### src/rtl/rootErrPkg.sv
package rootErrPkg;
  typedef enum logic [1:0] {
    SEV_COR      = 2'd0,
    SEV_NONFATAL = 2'd1,
    SEV_FATAL    = 2'd2,
    SEV_RSVD     = 2'd3
  } sevE;

  localparam int STS_W       = 7;
  localparam int CLS_W       = 3;
  localparam int B_COR       = 0;
  localparam int B_MULTICOR  = 1;
  localparam int B_UNCOR     = 2;
  localparam int B_MULTIUNC  = 3;
  localparam int B_FIRSTFAT  = 4;
  localparam int B_NONFATAL  = 5;
  localparam int B_FATAL     = 6;

  typedef struct packed {
    logic setCor;
    logic setMultiCor;
    logic capCorSrc;
    logic setUncor;
    logic setMultiUncor;
    logic capUncorSrc;
    logic setFirstFatal;
    logic setNonFatal;
    logic setFatal;
    logic fireMsi;
  } strobeT;

  function automatic logic [CLS_W-1:0] classOf(input logic [STS_W-1:0] s);
    return {s[B_FATAL], s[B_NONFATAL], s[B_COR]};
  endfunction
endpackage

### src/rtl/rootErrCtrl.sv
module rootErrCtrl
  import rootErrPkg::*;
(
  input  logic             msgValid,
  input  logic [1:0]       msgSev,
  input  logic [STS_W-1:0] sts,
  input  logic [CLS_W-1:0] cmd,
  input  logic             stsClrEn,
  input  logic [STS_W-1:0] stsClrData,
  input  logic             cmdWrEn,
  input  logic [CLS_W-1:0] cmdWrData,
  input  logic             msiEnable,
  output strobeT           strobe
);
  logic [STS_W-1:0] effSts;
  logic [STS_W-1:0] nextSts;
  logic [CLS_W-1:0] nextCmd;
  logic isCor, isNonFatal, isFatal, isUncor;
  logic condBefore, condAfter;

  always_comb begin
    effSts     = stsClrEn ? (sts & ~stsClrData) : sts;
    isCor      = msgValid && (sevE'(msgSev) == SEV_COR);
    isNonFatal = msgValid && (sevE'(msgSev) == SEV_NONFATAL);
    isFatal    = msgValid && (sevE'(msgSev) == SEV_FATAL);
    isUncor    = isNonFatal || isFatal;

    strobe               = '0;
    strobe.setCor        = isCor;
    strobe.setMultiCor   = isCor && effSts[B_COR];
    strobe.capCorSrc     = isCor && !effSts[B_COR];
    strobe.setUncor      = isUncor;
    strobe.setMultiUncor = isUncor && effSts[B_UNCOR];
    strobe.capUncorSrc   = isUncor && !effSts[B_UNCOR];
    strobe.setFirstFatal = isFatal && !effSts[B_UNCOR];
    strobe.setNonFatal   = isNonFatal;
    strobe.setFatal      = isFatal;

    nextSts = effSts;
    nextSts[B_COR]      = effSts[B_COR]      | strobe.setCor;
    nextSts[B_NONFATAL] = effSts[B_NONFATAL] | strobe.setNonFatal;
    nextSts[B_FATAL]    = effSts[B_FATAL]    | strobe.setFatal;
    nextCmd = cmdWrEn ? cmdWrData : cmd;

    condBefore = |(cmd & classOf(effSts));
    condAfter  = |(nextCmd & classOf(nextSts));
    strobe.fireMsi = msiEnable && condAfter && !condBefore;
  end
endmodule

### src/rtl/rootErrDatapath.sv
module rootErrDatapath
  import rootErrPkg::*;
#(
  parameter int SRC_W = 16,
  parameter int VEC_W = 5
) (
  input  logic             clk,
  input  logic             rstN,
  input  strobeT           strobe,
  input  logic [SRC_W-1:0] msgSrcId,
  input  logic             cmdWrEn,
  input  logic [CLS_W-1:0] cmdWrData,
  input  logic             stsClrEn,
  input  logic [STS_W-1:0] stsClrData,
  input  logic             msiEnable,
  input  logic             vecLoad,
  input  logic [VEC_W-1:0] vecIn,
  output logic [CLS_W-1:0] cmdReg,
  output logic [STS_W-1:0] stsReg,
  output logic [SRC_W-1:0] corSrcReg,
  output logic [SRC_W-1:0] uncorSrcReg,
  output logic [VEC_W-1:0] vecReg,
  output logic             intLevel,
  output logic             intPulse
);
  logic [STS_W-1:0] clrMask;
  logic [STS_W-1:0] setMask;

  always_comb begin
    clrMask = stsClrEn ? stsClrData : '0;
    setMask = '0;
    setMask[B_COR]      = strobe.setCor;
    setMask[B_MULTICOR] = strobe.setMultiCor;
    setMask[B_UNCOR]    = strobe.setUncor;
    setMask[B_MULTIUNC] = strobe.setMultiUncor;
    setMask[B_FIRSTFAT] = strobe.setFirstFatal;
    setMask[B_NONFATAL] = strobe.setNonFatal;
    setMask[B_FATAL]    = strobe.setFatal;
  end

  always_ff @(posedge clk) begin
    if (!rstN) begin
      cmdReg      <= '0;
      stsReg      <= '0;
      corSrcReg   <= '0;
      uncorSrcReg <= '0;
      vecReg      <= '0;
      intPulse    <= 1'b0;
    end else begin
      stsReg   <= (stsReg & ~clrMask) | setMask;
      intPulse <= strobe.fireMsi;
      if (cmdWrEn)            cmdReg      <= cmdWrData;
      if (strobe.capCorSrc)   corSrcReg   <= msgSrcId;
      if (strobe.capUncorSrc) uncorSrcReg <= msgSrcId;
      if (vecLoad)            vecReg      <= vecIn;
    end
  end

  assign intLevel = !msiEnable && (|(cmdReg & classOf(stsReg)));


  cor_src_hold_chk: assert property (@(posedge clk) disable iff (!rstN)
    (stsReg[B_COR] && !(stsClrEn && stsClrData[B_COR])) |=> $stable(corSrcReg));


  uncor_src_hold_chk: assert property (@(posedge clk) disable iff (!rstN)
    (stsReg[B_UNCOR] && !(stsClrEn && stsClrData[B_UNCOR])) |=> $stable(uncorSrcReg));


  pulse_mode_chk: assert property (@(posedge clk) disable iff (!rstN)
    intPulse |-> $past(msiEnable));


  vec_hold_chk: assert property (@(posedge clk) disable iff (!rstN)
    !vecLoad |=> $stable(vecReg));


  first_fatal_src_chk: assert property (@(posedge clk) disable iff (!rstN)
    $rose(stsReg[B_FIRSTFAT]) |-> $past(strobe.setFatal));
endmodule

### src/rtl/root_err_collector.sv
module root_err_collector
  import rootErrPkg::*;
#(
  parameter int SRC_W = 16,
  parameter int VEC_W = 5
) (
  input  logic             clk,
  input  logic             rstN,
  input  logic             msgValid,
  input  logic [1:0]       msgSev,
  input  logic [SRC_W-1:0] msgSrcId,
  input  logic             cmdWrEn,
  input  logic [2:0]       cmdWrData,
  input  logic             stsClrEn,
  input  logic [6:0]       stsClrData,
  input  logic             msiEnable,
  input  logic             vecLoad,
  input  logic [VEC_W-1:0] vecIn,
  output logic [2:0]       rootCmd,
  output logic [6:0]       rootSts,
  output logic [SRC_W-1:0] corSrcId,
  output logic [SRC_W-1:0] uncorSrcId,
  output logic [VEC_W-1:0] intVector,
  output logic             intLevel,
  output logic             intPulse
);
  strobeT strobe;

  rootErrCtrl u_ctrl (
    .msgValid   (msgValid),
    .msgSev     (msgSev),
    .sts        (rootSts),
    .cmd        (rootCmd),
    .stsClrEn   (stsClrEn),
    .stsClrData (stsClrData),
    .cmdWrEn    (cmdWrEn),
    .cmdWrData  (cmdWrData),
    .msiEnable  (msiEnable),
    .strobe     (strobe)
  );

  rootErrDatapath #(.SRC_W(SRC_W), .VEC_W(VEC_W)) u_dp (
    .clk         (clk),
    .rstN        (rstN),
    .strobe      (strobe),
    .msgSrcId    (msgSrcId),
    .cmdWrEn     (cmdWrEn),
    .cmdWrData   (cmdWrData),
    .stsClrEn    (stsClrEn),
    .stsClrData  (stsClrData),
    .msiEnable   (msiEnable),
    .vecLoad     (vecLoad),
    .vecIn       (vecIn),
    .cmdReg      (rootCmd),
    .stsReg      (rootSts),
    .corSrcReg   (corSrcId),
    .uncorSrcReg (uncorSrcId),
    .vecReg      (intVector),
    .intLevel    (intLevel),
    .intPulse    (intPulse)
  );
endmodule

### config.mk
export PLATFORM = sky130hd
export DESIGN_NAME = root_err_collector
export DESIGN_NICKNAME = d
export VERILOG_FILES = /design/src/rtl/rootErrPkg.sv /design/src/rtl/rootErrCtrl.sv /design/src/rtl/rootErrDatapath.sv /design/src/rtl/root_err_collector.sv
export SDC_FILE = /design/constraint.sdc
export NUM_CORES = 1
export LEC_CHECK = 0
export BUFFER_PORTS_ARGS = -buffer_cell sky130_fd_sc_hd__buf_4
export CORE_MARGIN = 8
export CORE_UTILIZATION = 40
export CTS_CLUSTER_SIZE = 25
export DETAILED_ROUTE_END_ITERATION = 7
export HOLD_SLACK_MARGIN = 0.08
export PLACE_DENSITY = 0.69
export SYNTH_ARGS = -nofsm -noshare
export SYNTH_HDL_FRONTEND = slang
export SYNTH_SLANG_ARGS = --single-unit
export TNS_END_PERCENT = 5
### constraint.sdc
create_clock -name clk -period 2.6 [get_ports clk]
set_clock_uncertainty 0.05 [all_clocks]
set_input_delay 0.39 -clock clk [delete_from_list [all_inputs] [get_ports clk]]
set_output_delay 0.39 -clock clk [all_outputs]
set_load 0.005 [all_outputs]
==> report_table.html <==
<table>
<tr><th>Metric</th><th>Value</th></tr>
<tr><th colspan="2">Final layout</th></tr>
<tr><td>Number of antenna repair diodes</td><td>0</td></tr>
<tr><td>Post-layout util</td><td>0.573</td></tr>
<tr><td>Final design area excluding fillers</td><td>2690 um^2</td></tr>
<tr><td>Post-layout nets</td><td>305</td></tr>
<tr><td>Fraction of layout instances using a drive strength above 1</td><td>0.381</td></tr>
<tr><td>Area added between synthesis and finish</td><td>40.1%</td></tr>
<tr><th colspan="2">Logic synthesis</th></tr>
<tr><td>Ranking of synthesized cells by instance count</td><td>48 x sky130_fd_sc_hd__dfxtp_1, 44 x sky130_fd_sc_hd__nor2b_1, 40 x sky130_fd_sc_hd__mux2i_1</td></tr>
<tr><td>Most frequent cell after synthesis</td><td>sky130_fd_sc_hd__dfxtp_1</td></tr>
<tr><td>Count of distinct cell types in the synthesized netlist</td><td>28</td></tr>
<tr><td>Gate Count Post-Synth</td><td>178</td></tr>
<tr><td>Net count of the mapped netlist</td><td>218</td></tr>
<tr><td>Number of warnings issued by yosys</td><td>0</td></tr>
<tr><td>Sequential element share of the synthesized area</td><td>0.500</td></tr>
<tr><td>Async set-or-reset flop fraction in the synthesized netlist</td><td>0</td></tr>
<tr><td>Per-instance average area after synthesis</td><td>10.8 um^2</td></tr>
<tr><td>Top FF cell, synth</td><td>sky130_fd_sc_hd__dfxtp_1</td></tr>
<tr><td>Count of flip-flops with a built-in enable after synthesis</td><td>0</td></tr>
<tr><td>Biggest area consumer among synthesized cells</td><td>sky130_fd_sc_hd__dfxtp_1</td></tr>
<tr><td>Flops &amp; latches, synth</td><td>48</td></tr>
<tr><td>Dominant cells by area after synthesis</td><td>sky130_fd_sc_hd__dfxtp_1 50%, sky130_fd_sc_hd__mux2i_1 21%, sky130_fd_sc_hd__nor2b_1 14%</td></tr>
<tr><td>Yosys top cell area share</td><td>0.500</td></tr>
<tr><td>Combined area of all synthesized cells</td><td>1920 um^2</td></tr>
<tr><th colspan="2">Pwr</th></tr>
<tr><td>Power Internal</td><td>1.14 mW</td></tr>
<tr><td>Share of total power in combinational logic</td><td>0.154</td></tr>
<tr><td>Total net switching power</td><td>335 uW</td></tr>
<tr><td>Cell Pwr Density</td><td>550 nW/um^2</td></tr>
<tr><td>Leakage power summed over all cells</td><td>1.26 nW</td></tr>
<tr><td>Clock network fraction of design power</td><td>0.313</td></tr>
<tr><td>Relative contribution of sequential cells to total power</td><td>0.534</td></tr>
<tr><td>Switching portion of total power</td><td>0.227</td></tr>
<tr><td>Worst IR drop on VDD</td><td>0.325 mV</td></tr>
<tr><th colspan="2">Die</th></tr>
<tr><td>Number of cell rows</td><td>25</td></tr>
<tr><td>Die Span X</td><td>85.3 um</td></tr>
<tr><td>Total I/O pin count</td><td>89</td></tr>
<tr><td>Die Outline Area</td><td>7270 um^2</td></tr>
<tr><td>Initial standard-cell utilization of the core</td><td>0.409</td></tr>
<tr><td>Die H</td><td>85.3 um</td></tr>
<tr><td>Area inside the core boundary</td><td>4690 um^2</td></tr>
<tr><th colspan="2">Global route</th></tr>
<tr><td>Largest net degree at the start of global routing</td><td>49</td></tr>
<tr><td>Total overflow reported by the global router</td><td>0</td></tr>
<tr><td>Total global routing track utilization</td><td>0.126</td></tr>
<tr><td>Number of antenna violations at the first check in global routing</td><td>0</td></tr>
<tr><td>First-pass GRT wire length</td><td>7470 um</td></tr>
<tr><td>Vias in the first global route</td><td>1642</td></tr>
<tr><th colspan="2">Detailed routing</th></tr>
<tr><td>Number of remaining DRC errors</td><td>0</td></tr>
<tr><td>Via count</td><td>1517</td></tr>
<tr><td>Routed Wire Length</td><td>4580 um</td></tr>
<tr><td>First-pass detailed-route iteration total</td><td>3</td></tr>
<tr><td>Initial detailed-routing violation count</td><td>38</td></tr>
<tr><td>Vias per inst</td><td>4.76</td></tr>
<tr><td>Wire per inst</td><td>14.4 um</td></tr>
<tr><td>Residual antenna-violating net count after detailed routing</td><td>0</td></tr>
<tr><th colspan="2">CTS</th></tr>
<tr><td>TritonCTS Sinks</td><td>48</td></tr>
<tr><td>Master cell of the clock root buffer</td><td>sky130_fd_sc_hd__clkbuf_8</td></tr>
<tr><td>Depth of the CTS H-tree</td><td>2</td></tr>
<tr><td>Clk Latency, worst-skew pair</td><td>0.29 ns</td></tr>
<tr><td>Total clock buffers created by CTS</td><td>5</td></tr>
<tr><td>CTS tree</td><td>yes</td></tr>
<tr><td>Post-CTS sizing</td><td>0</td></tr>
<tr><td>Hold-fix buffers, CTS</td><td>0</td></tr>
<tr><td>Setup fix buffers added after clock tree synthesis</td><td>0</td></tr>
<tr><td>Maximum count of clock buffers along a single path</td><td>2</td></tr>
<tr><td>Clock-pin slew reported for the worst setup and hold paths after clock tree synthesis</td><td>0.08 ns</td></tr>
<tr><th colspan="2">Placement</th></tr>
<tr><td>Cell Area, Placed</td><td>2590 um^2</td></tr>
<tr><td>Final weighted congestion in routability-driven placement</td><td>0.799</td></tr>
<tr><td>Detail Placement HPWL</td><td>3510 um</td></tr>
<tr><td>Number of port buffers</td><td>88</td></tr>
<tr><th colspan="2">STA</th></tr>
<tr><td>Slew at the pin closest to its max-slew limit</td><td>0.541 ns</td></tr>
<tr><td>Setup violators final</td><td>0</td></tr>
<tr><td>Count of final hold-check violations</td><td>0</td></tr>
<tr><td>Clock period minus final worst setup slack</td><td>1.52 ns</td></tr>
<tr><td>RSZ-0062 raised after global routing</td><td>no</td></tr>
<tr><td>Final number of max-transition violations</td><td>0</td></tr>
<tr><td>Worst hold margin</td><td>0.303 ns</td></tr>
<tr><td>Rel. slew slack</td><td>0.639</td></tr>
<tr><td>Setup TNS</td><td>0 ns</td></tr>
<tr><td>Highest attainable clock frequency</td><td>660 MHz</td></tr>
<tr><td>Crit share post-route</td><td>0.583</td></tr>
<tr><th colspan="2">Worst setup path</th></tr>
<tr><td>Critical path launch point type</td><td>register</td></tr>
<tr><td>Critical path required time</td><td>2.16 ns</td></tr>
<tr><td>Crit path capture type</td><td>primary output</td></tr>
<tr><td>Cell type of the slowest stage on the worst timing path</td><td>sky130_fd_sc_hd__dfxtp_1</td></tr>
<tr><td>Crit-path max cell delay</td><td>0.38 ns</td></tr>
<tr><td>Worst Path Arrival</td><td>1.08 ns</td></tr>
<tr><td>Crit-path max FO</td><td>3</td></tr>
<tr><td>Cell-by-cell listing of the critical path</td><td>nand2_1 &gt; a31oi_1 &gt; buf_4</td></tr>
<tr><td>Critical path start-end classification</td><td>reg -&gt; out</td></tr>
<tr><th colspan="2">Outcome</th></tr>
<tr><td>Result of the run</td><td>completed</td></tr>
<tr><th colspan="2">Job</th></tr>
<tr><td>Number of maximum-capacitance constraint violations</td><td>0</td></tr>
<tr><th colspan="2">Min path</th></tr>
<tr><td>Path category of the worst min-delay check</td><td>in -&gt; reg</td></tr>
</table>
[state kept, by name (all words and copies together) (netlist names)]
name,count
u_dp.uncorSrcReg,16
u_dp.cmdReg,3
u_dp.corSrcReg,16
u_dp.intPulse,1
u_dp.stsReg,7
u_dp.vecReg,5
[power groups by stage]
stage / registers [mW] / logic [mW] / clock network [mW]
2_1_floorplan: 0.809 / 0.107 / 0
3_3_place_gp: 0.806 / 0.229 / 0
3_5_place_dp: 0.807 / 0.232 / 0
4_1_cts: 0.790 / 0.233 / 0.483
5_1_grt: 0.795 / 0.250 / 0.511
6_report: 0.789 / 0.227 / 0.462
[cells in the final DEF (no fill, tap or decap), types with 2 or more instances in the layout]
cell type / count
sky130_fd_sc_hd__nor2b_1: 44
sky130_fd_sc_hd__nor2_1: 2
sky130_fd_sc_hd__mux2i_1: 40
sky130_fd_sc_hd__buf_4: 90
sky130_fd_sc_hd__nand2_1: 12
sky130_fd_sc_hd__a21oi_1: 2
sky130_fd_sc_hd__dfxtp_1: 48
sky130_fd_sc_hd__a21boi_0: 2
sky130_fd_sc_hd__inv_1: 2
sky130_fd_sc_hd__clkbuf_8: 7
sky130_fd_sc_hd__a32oi_1: 2
[worst max-delay path, delay by kind of cell (launching register included)]
kind | cells | cell delay (ns)
simple gates | 1 | 0.09
buf+inv | 1 | 0.14
flops | 1 | 0.38
compound gates | 1 | 0.18
[worst paths after layout]
| path | to | slack (ns) | from | cells past startpoint |
|---|---|---|---|---|
| hold reg to reg | u_dp.stsReg[4] | 0.45 | u_dp.stsReg[4] | 2 |
| setup reg to reg | u_dp.uncorSrcReg[15] | 1.09 | u_dp.stsReg[2] | 4 |
| hold / removal | u_dp.vecReg[1] | 0.30 | vecIn[1] | 3 |
| setup / recovery | intLevel | 1.08 | u_dp.stsReg[6] | 3 |
[final cells by class]
cell class,instances,area (um^2)
multi-input cells,118,882
fillers,457,2000
inverters,2,7.51
clock buffers,7,96.3
well taps,54,67.6
flip-flops and latches,48,961
repair buffers,90,676
[per-layer routing]
layer  up-vias  track usage  share of wire
met5         -            0              0
met4         0       0.0430          0.014
li1        767            -              -
met3         5       0.0637          0.091
met1       696        0.128           0.41
met2        49        0.219           0.49
[logic make-up after synthesis]
group,count (synthesis),share of synthesized area
compound gates,14,0.0528
xor+xnor,1,0.00456
buf+inv,12,0.0404
flops,48,0.500
mux,40,0.208
simple gates,63,0.193
[through the flow]
step / std cells / setup slack, ns / power (mW)
final: 319 / 1.08 / 1.48
after global routing: 319 / 0.938 / 1.56
after CTS: 319 / 1.03 / 1.51
after detailed placement: 312 / 0.779 / 1.04
after global placement: 312 / 0.864 / 1.04
after floorplan: 178 / 1.10 / 0.915
No activity file was read; power rests on OpenSTA's default activity.
